**config.mk**
```make
export PLATFORM = sky130hd
export DESIGN_NAME = dbus_drive_ctrl
export DESIGN_NICKNAME = d
export VERILOG_FILES = /design/src/rtl/dbus_pkg.sv /design/src/rtl/dbus_beat_ctr.sv /design/src/rtl/dbus_rd_capture.sv /design/src/rtl/dbus_wr_mux.sv /design/src/rtl/dbus_drive_ctrl.sv
export SDC_FILE = /design/constraint.sdc
export NUM_CORES = 1
export LEC_CHECK = 0
export BUFFER_PORTS_ARGS = -buffer_cell sky130_fd_sc_hd__clkbuf_2
export CORE_ASPECT_RATIO = 1.5
export CORE_UTILIZATION = 45
export CTS_BUF_LIST = sky130_fd_sc_hd__clkbuf_4
export DETAILED_ROUTE_END_ITERATION = 16
export PLACE_DENSITY = 0.66
export SYNTH_ARGS = -nofsm -noshare
export SYNTH_HDL_FRONTEND = slang
export SYNTH_SLANG_ARGS = --single-unit
```
**constraint.sdc**
```tcl
create_clock -name clk -period 5.3 [get_ports clk]
set_input_delay 0.265 -clock clk [delete_from_list [all_inputs] [get_ports clk]]
set_output_delay 0.265 -clock clk [all_outputs]
set_load 0.01 [all_outputs]
```
**src/rtl/dbus_pkg.sv**
```systemverilog
`timescale 1ns/1ps
package dbus_pkg;

    localparam int unsigned DBUS_W = 64;
    localparam int unsigned BE_W   = DBUS_W / 8;
    localparam int unsigned BEATS  = 4;
    localparam int unsigned BEAT_W = $clog2(BEATS);
    localparam int unsigned WORDS_W = BEATS * DBUS_W;

    typedef enum logic [1:0] {
        PH_IDLE   = 2'd0,
        PH_LAUNCH = 2'd1,
        PH_DRIVE  = 2'd2,
        PH_READ   = 2'd3
    } phase_e;

    typedef struct packed {
        logic               is_wr;
        logic               is_burst;
        logic [BE_W-1:0]    be_n;
        logic [WORDS_W-1:0] words;
    } cyc_desc_t;

    // Phase a cycle enters when it becomes current.
    function automatic phase_e entry_phase(input cyc_desc_t d);
        return d.is_wr ? PH_LAUNCH : PH_READ;
    endfunction

    // True when the ready for this beat completes the cycle.
    function automatic logic beat_is_last(input logic is_burst,
                                          input logic [BEAT_W-1:0] beat);
        return !is_burst || (beat == BEAT_W'(BEATS - 1));
    endfunction

endpackage

```
**src/rtl/dbus_beat_ctr.sv**
```systemverilog
`timescale 1ns/1ps
module dbus_beat_ctr #(
    parameter int unsigned BEATS = 4,
    localparam int unsigned CW = $clog2(BEATS)
) (
    input  logic          clk,
    input  logic          rst,
    input  logic          clr,
    input  logic          adv,
    output logic [CW-1:0] beat
);
    always_ff @(posedge clk) begin
        if (rst || clr) begin
            beat <= '0;
        end else if (adv) begin
            beat <= beat + CW'(1);
        end
    end
endmodule

```
**src/rtl/dbus_rd_capture.sv**
```systemverilog
`timescale 1ns/1ps
module dbus_rd_capture #(
    parameter int unsigned W = 64
) (
    input  logic         clk,
    input  logic         rst,
    input  logic         cap,
    input  logic [W-1:0] din,
    output logic [W-1:0] q,
    output logic         vld
);
    always_ff @(posedge clk) begin
        if (rst) begin
            q   <= '0;
            vld <= 1'b0;
        end else begin
            vld <= cap;
            if (cap) begin
                q <= din;
            end
        end
    end
endmodule

```
**src/rtl/dbus_wr_mux.sv**
```systemverilog
`timescale 1ns/1ps
module dbus_wr_mux #(
    parameter int unsigned W     = 64,
    parameter int unsigned BEATS = 4,
    localparam int unsigned CW = $clog2(BEATS)
) (
    input  logic [BEATS*W-1:0] words,
    input  logic [CW-1:0]      beat,
    input  logic               en,
    output logic [W-1:0]       dout
);
    logic [W-1:0] slot [BEATS];

    for (genvar g = 0; g < BEATS; g++) begin : g_slot
        assign slot[g] = words[g*W +: W];
    end

    assign dout = en ? slot[beat] : '0;
endmodule

```
**src/rtl/dbus_drive_ctrl.sv**
```systemverilog
`timescale 1ns/1ps
module dbus_drive_ctrl
    import dbus_pkg::*;
(
    input  logic               clk,
    input  logic               rst,
    input  logic               ads_n,
    input  logic               brdy_n,
    input  logic               boff_n,
    input  logic               hold,
    input  logic               cyc_write,
    input  logic               cyc_burst,
    input  logic               cyc_pipe,
    input  logic [BE_W-1:0]    cyc_be_n,
    input  logic [WORDS_W-1:0] cyc_words,
    input  logic [DBUS_W-1:0]  bus_in,
    output logic               bus_oe,
    output logic [DBUS_W-1:0]  bus_dout,
    output logic [BE_W-1:0]    bus_be_n,
    output logic [DBUS_W-1:0]  rd_data,
    output logic               rd_valid,
    output logic [BEAT_W-1:0]  beat_cnt,
    output logic               hlda
);
    phase_e    phase_q, phase_d;
    cyc_desc_t cur_q, cur_d;
    cyc_desc_t pend_q, pend_d;
    logic      pend_v_q, pend_v_d;
    logic      hlda_q;
    cyc_desc_t new_desc;

    logic backoff, idle, ads_ok, take_pipe, brdy_ok, finishing;

    assign new_desc = '{is_wr: cyc_write, is_burst: cyc_burst,
                        be_n: cyc_be_n, words: cyc_words};

    assign backoff   = !boff_n;
    assign idle      = (phase_q == PH_IDLE);
    // Hold wins over a strobe on the granting edge.
    assign ads_ok    = !ads_n && !backoff && !hlda_q && !(hold && idle);
    assign take_pipe = ads_ok && !idle && cyc_pipe && !pend_v_q;
    assign brdy_ok   = !brdy_n && !backoff &&
                       (phase_q == PH_DRIVE || phase_q == PH_READ);
    assign finishing = brdy_ok && beat_is_last(cur_q.is_burst, beat_cnt);

    always_comb begin
        phase_d  = phase_q;
        cur_d    = cur_q;
        pend_d   = pend_q;
        pend_v_d = pend_v_q;
        if (backoff) begin
            phase_d  = PH_IDLE;
            pend_v_d = 1'b0;
        end else begin
            unique case (phase_q)
                PH_IDLE: begin
                    if (ads_ok) begin
                        cur_d   = new_desc;
                        phase_d = entry_phase(new_desc);
                    end
                end
                PH_LAUNCH: begin
                    // Turnaround edge: the bus is enabled on the next edge.
                    phase_d = PH_DRIVE;
                    if (take_pipe) begin
                        pend_d   = new_desc;
                        pend_v_d = 1'b1;
                    end
                end
                default: begin
                    if (finishing) begin
                        if (pend_v_q) begin
                            cur_d    = pend_q;
                            phase_d  = entry_phase(pend_q);
                            pend_v_d = 1'b0;
                        end else if (take_pipe) begin
                            cur_d   = new_desc;
                            phase_d = entry_phase(new_desc);
                        end else begin
                            phase_d = PH_IDLE;
                        end
                    end else if (take_pipe) begin
                        pend_d   = new_desc;
                        pend_v_d = 1'b1;
                    end
                end
            endcase
        end
    end

    always_ff @(posedge clk) begin
        if (rst) begin
            phase_q  <= PH_IDLE;
            cur_q    <= '0;
            pend_q   <= '0;
            pend_v_q <= 1'b0;
            hlda_q   <= 1'b0;
        end else begin
            phase_q  <= phase_d;
            cur_q    <= cur_d;
            pend_q   <= pend_d;
            pend_v_q <= pend_v_d;
            hlda_q   <= hold && (hlda_q || idle);
        end
    end

    dbus_beat_ctr #(.BEATS(BEATS)) i_beat (
        .clk  (clk),
        .rst  (rst),
        .clr  (backoff || finishing),
        .adv  (brdy_ok && !finishing),
        .beat (beat_cnt)
    );

    dbus_rd_capture #(.W(DBUS_W)) i_rdcap (
        .clk (clk),
        .rst (rst),
        .cap (brdy_ok && (phase_q == PH_READ)),
        .din (bus_in),
        .q   (rd_data),
        .vld (rd_valid)
    );

    assign bus_oe = (phase_q == PH_DRIVE);

    dbus_wr_mux #(.W(DBUS_W), .BEATS(BEATS)) i_wmux (
        .words (cur_q.words),
        .beat  (beat_cnt),
        .en    (bus_oe),
        .dout  (bus_dout)
    );

    assign bus_be_n = idle ? '1 : cur_q.be_n;
    assign hlda     = hlda_q;

endmodule

```
# Word-level counts from Yosys, hierarchy flattened
# Index checks and enable logic that the tools add are counted.
[word_totals]
output_inout_bits = 141
reg_bits = 602
n_memories = 0
ram_bits = 0
latch_bits = 0
wordCells = 83
romBits = 0
[op_classes]
n_eq_ne = 6
bitwise_logic = 4
n_lt_le_gt_ge = 1
reduce_logical = 35
mul = 0
div_mod_pow = 0
n_shift = 0
mux = 23
n_addsub = 1
[ops]
columns = ["cell", "n"]
rows = [
  ["2-to-1 mux 265 bit", 4],
  ["2-to-1 mux 266 bit", 2],
  ["case mux 266 bit (2 select lines)", 1],
  ["case mux 265 bit (2 select lines)", 1],
  ["2-to-1 mux 64 bit", 3],
  ["binary-select mux 64 bit (select 2 bit)", 1],
  ["logical AND 1 bit", 13],
  ["2-to-1 mux 2 bit", 6],
  ["logical NOT 1 bit", 9],
  ["2-to-1 mux 8 bit", 1],
  ["== test 2 bit (second input constant)", 3],
  ["nonzero test 3 bit", 2],
  ["logical OR 1 bit", 5],
  ["AND reduction 5 bit", 1],
  ["inequality test 2 x 1 -> 1 bit (second input constant)", 2],
  ["case mux 2 bit (2 select lines)", 1],
  ["greater-or-equal comparator 3 bit (second input constant)", 1],
  ["NOT 1 bit", 3],
  ["NOT 2 -> 3 bit", 1],
  ["AND reduction 3 bit", 1],
  ["adder 2 x 1 -> 2 bit (second input constant)", 1],
  ["== test 2 x 1 -> 1 bit (second input constant)", 1],
  ["logical NOT 2 bit", 1],
  ["2-to-1 mux 1 bit", 2],
  ["4 further kinds", 4],
]

# Logic depth before layout (Yosys ltp)
[depth]
word_depth = 11
depth_mapped = 8

# Cells and area by module
# Synthesis repeated with hierarchy kept, for this count alone.
[hier_totals]
cells_unflattened = 2937
hier_area_um2 = 27258.6
[modules_own_cells]
columns = ["module", "instances", "area_each_um2", "cells_each", "seq_area_each_um2"]
rows = [
  ["dbus_drive_ctrl", 1, 22871.9, 2501, 10710.3],
  ["dbus_rd_capture", 1, 2311.0, 208, 1301.2],
  ["dbus_wr_mux", 1, 1991.9, 221, 0.0],
  ["dbus_beat_ctr", 1, 83.8, 7, 40.0],
]

# Worst setup path after synthesis
# OpenSTA, ideal clock, no wires.
[synth_timing]
kind = "flip-flop to output port"
from = "reg i_beat.beat[0]"
to = "out bus_dout[10]"
arrival_time_ns = 1.860
required_ns = 5.035
n_path_buf = 2
slack_ns = 3.175
path_stages_with_launch = 5
cell_sequence = "dfxtp_1 clkbuf_1 buf_2 mux4_2 and2_1"
[synth_between]
elab_chain_len = 5
[synth_rtl]
columns = ["element", "line", "text"]
rows = [
  ["from (decl)", "dbus_beat_ctr.sv:10", "output logic [CW-1:0] beat"],
  ["from (signal assigned)", "dbus_beat_ctr.sv:16", "beat <= beat + CW'(1);"],
  ["NOT 2 -> 3 bit (not written as such)", "dbus_wr_mux.sv:18", "assign dout = en ? slot[beat] : '0;"],
  ["binary-select mux 64 bit (select 2 bit)", "dbus_wr_mux.sv:18", ""],
  ["2-to-1 mux 64 bit (not written as such) (2 in a row)", "dbus_wr_mux.sv:18", ""],
  ["2-to-1 mux 64 bit", "dbus_wr_mux.sv:18", ""],
  ["to (decl)", "dbus_drive_ctrl.sv:18", "output logic [DBUS_W-1:0] bus_dout,"],
]
# No other way between the ends. The select of a mux whose other input is x is not followed.

# Worst setup path in the final report
[layout_timing]
from = "reg i_beat.beat[0]"
to = "reg pend_q[55] in the netlist's numbering"
[layout_between]
elab_chain_len = 5
[layout_rtl]
columns = ["element", "line", "text"]
rows = [
  ["== test 2 bit", "dbus_pkg.sv:32", "return !is_burst || (beat == BEAT_W'(BEATS - 1));"],
  ["logical OR 1 bit", "dbus_pkg.sv:32", ""],
  ["logical AND 1 bit", "dbus_drive_ctrl.sv:44", "assign finishing = brdy_ok && beat_is_last(cur_q.is_burst, beat_cnt);"],
  ["inequality test 2 x 1 -> 1 bit (no source line)", "--", ""],
  ["AND reduction 3 bit (no source line)", "--", ""],
  ["to (signal assigned)", "dbus_drive_ctrl.sv:101", "pend_q <= pend_d;"],
  ["to (decl)", "dbus_drive_ctrl.sv:27", "cyc_desc_t pend_q, pend_d;"],
]
# No other way between the ends.
# A chain may end at the register's enable or synchronous reset.

==> summary.txt <==
Worst setup path
  – R2r startpoint: i_beat.beat[0]
  – Data arrival, critical path: 4.92 ns
  – Worst Setup EP: pend_q[55]
  – Crit path required time: 6.28 ns
  – CP startpoint kind: flip-flop
  – Max Fanout on Critical Path: 91
  – Worst R2R Setup Slack: 1.36 ns
  – WS Path Type: reg2reg
  – Critical Path Source: i_beat.beat[0]
  – R2R cell count: 8
  – Reg2Reg Capture Point: pend_q[55]
  – CP Capture Type: flip-flop

Yosys
  – Post-synthesis sequential area ratio: 42.8%
  – Synth area leaders: dfxtp_1, a211oi_2, a21oi_1, mux2_2, nand2_1
  – Mean area per synthesized cell: 9.05 um^2
  – Flops & latches, synth: 602
  – Mapped Area: 28100 um^2
  – Cell variety after synth: 38
  – Syn Nets: 3447
  – Synth top area share: 42.8%
  – Syn. warnings: 0
  – Post-synth top area cell: dfxtp_1
  – Syn Inst Count: 3109

Global routing
  – Met2 Use GR: 53.2%
  – Initial antenna violation count: 16
  – Met1 global-route usage: 35.4%
  – Overflow after GRT: 0
  – Vias in the first global route: 30032
  – First-pass GRT wire length: 160000 um
  – Met3 usage: 8.98%
  – GR peak layer: met2
  – GRT Resource Usage Total: 32.0%
  – Largest net degree at the start of global routing: 180

Detailed routing
  – DRC: 0
  – Via Count: 28375
  – ANT nets after route: 0
  – Total wire length after detailed routing: 103000 um
  – Post-DR wirelength/cell: 19.8 um
  – Initial detailed-routing violation count: 2108
  – TritonRoute pass-1 iters: 8
  – Vias/cell: 5.45

Power
  – Leak: 15.3 nW
  – Power Density: 241 nW/um^2
  – Peak VDD IR: 0.219 mV

STA
  – Final setup viols: 0
  – Max Slew Vio Count: 0
  – Final period utilization: 74.4%
  – Clock Skew: 0.0576 ns
  – Max Fclk: 0.254 GHz
  – Slew @ Worst Pin: 1.08 ns
  – Min cycle time layout: 3.94 ns
  – RSZ-0062 raised after global routing: no
  – Relative slew slack: 28.2%
  – Setup TNS: 0 ns
  – Final Hold Viols: 0

Cells and area
  – Layout Cell Area excl Fill: 40700 um^2
  – Seq. cell area: 12100 um^2
  – FILL cells: 4483
  – NumNets Final: 4644
  – Synth-to-layout area growth: 44.6%
  – Share of layout cells above drive strength 1: 30.1%
  – Core Util, Final: 66.2%
  – Multi-input gate area: 13800 um^2

Floorplan
  – Site Rows: 111
  – CORE AREA: 61400 um^2
  – Die Span X: 206 um
  – Die area: 63500 um^2
  – Die height: 308 um
  – Initial core utilization: 45.8%
  – Ports: 478

Clocking
  – Clock buffer count from CTS: 154
  – Post-CTS setup buffers: 0
  – Maximum clock path buffer count: 3
  – TritonCTS Sinks: 602
  – H-tree levels: 4
  – Worst skew pair latency: 1.04 ns
  – Clock-pin slew on the worst setup and hold paths: 0.08 ns
  – TritonCTS clock tree: yes
  – Root buf cell: clkbuf_4

Place
  – PortBufs: 477
  – Dpl hpwl: 49100 um
  – DP Area: 30700 um^2
  – Final GP Congestion: 0.791

Worst hold path
  – Min-Delay Startpoint: cyc_words[202]
  – Hold crit path type: in2reg

Run
  – Max Cap Viol: 0

Status
  – Status: completed
-- where the power goes --
group          internal [mW]  switching [mW]
sequential              4.63          0.0612
combinational          0.649           0.515
clock                   1.96            2.00
-- Yosys cell counts --
cell type / instances
a2111o_1: 1
a2111oi_2: 1
a211o_1: 1
a211oi_1: 24
a211oi_2: 240
a21oi_1: 597
a31oi_1: 1
and2_1: 66
and3b_1: 1
buf_1: 3
buf_2: 63
buf_4: 10
buf_6: 16
clkbuf_1: 189
dfxtp_1: 602
ha_1: 1
inv_1: 265
mux2_2: 264
mux2i_1: 1
mux4_2: 64
nand2_1: 661
nand2b_1: 4
nand3_1: 1
nand3b_1: 1
nand4b_1: 2
nand4bb_4: 1
nor2_1: 7
nor2_2: 1
nor2b_1: 3
nor3_1: 3
nor3b_1: 1
o211ai_1: 1
o21ai_0: 8
o21ai_1: 1
o31a_1: 1
o31ai_1: 1
or3_1: 1
xnor2_1: 1
-- state kept, by name, indices dropped and copies added (netlist names) --
register and count:
pend_v_q 1, phase_q 2, pend_q 266, hlda 1, i_rdcap.q 64, i_beat.beat 2
cur_q 265, i_rdcap.vld 1
-- cells by family after synthesis --
group	count (synthesis)	share of synthesized area (%)
DFF	602	42.8
xor gates and xnor gates	1	0.0311
buffers and inverters	546	8.13
muxes	329	15.7
adders and majority gates	1	0.0445
AOI/OAI and AO/OA	877	22.3
and+or+nand+nor	753	10.9
-- worst min path at each step --
stage / slack [ns] / end / cells after the start
floorplan: 0.40 / pend_q[265] / 2
global placement: 0.44 / pend_q[37] / 2
detailed placement: 0.44 / cur_q[189] / 2
CTS: 0.005 / pend_q[14] / 4
global route: 0.04 / pend_q[83] / 4
finish: 0.15 / pend_q[202] / 4
-- metrics by stage --
step | total power, mW | setup WS [ns] | std cells | hold slack, ns
3_3_place_gp | 5.50 | 1.48 | 4132 | 0.438
6_report | 9.81 | 1.36 | 5205 | 0.146
2_1_floorplan | 5.24 | 3.18 | 3109 | 0.401
4_1_cts | 9.81 | 1.18 | 5188 | 0.00503
5_1_grt | 10.2 | 1.05 | 5200 | 0.0412
3_5_place_dp | 5.51 | 1.48 | 4132 | 0.444
-- layer usage --
| metal | vias up | wire (um) |
|---|---|---|
| met1 | 13422 | 38800 |
| met4 | 6 | 6660 |
| li1 | 13038 | - |
| met3 | 469 | 7760 |
| met5 | - | 34 |
| met2 | 1440 | 50000 |
-- layout make-up --
type | instances | area share, %
multi-input cells | 1961 | 34.0
flip-flops and latches | 602 | 29.7
repair buffers | 1322 | 26.9
clock buffers | 216 | 3.99
inverters | 265 | 2.45
well taps | 791 | 2.43
clock inverters | 31 | 0.465
diodes | 17 | 0.105
-- timing repair --
action	in CTS	in global routing
hold buffers	809	0
endpoints found under the hold margin	601	0
resized for setup	0	0
-- placed cells by master, fill, tap and decap left out, types with 3 or more instances in the layout --
master,count
inv_1,265
clkinvlp_4,5
clkinv_1,18
clkbuf_4,216
and2_1,64
mux4_2,64
a211oi_1,24
a211oi_2,240
buf_12,13
inv_2,5
clkbuf_2,476
nand2b_1,4
dfxtp_1,600
diode_2,17
dlygate4sd3_1,809
nand2_1,660
o21ai_0,8
mux2_2,264
nor3_1,3
buf_4,23
nor2_1,7
a21oi_1,597
-- worst max-delay path, stage by stage (launching register included) --
cell	delay, ns
dfxtp_4	0.58
ha_1	0.33
nand2b_1	0.20
a2111oi_4	0.87
buf_12	0.42
nand2_1	0.10
dlygate4sd3_1	0.58
a21oi_1	0.17
dlygate4sd3_1	0.61
Power figures use the tool's default switching activity.
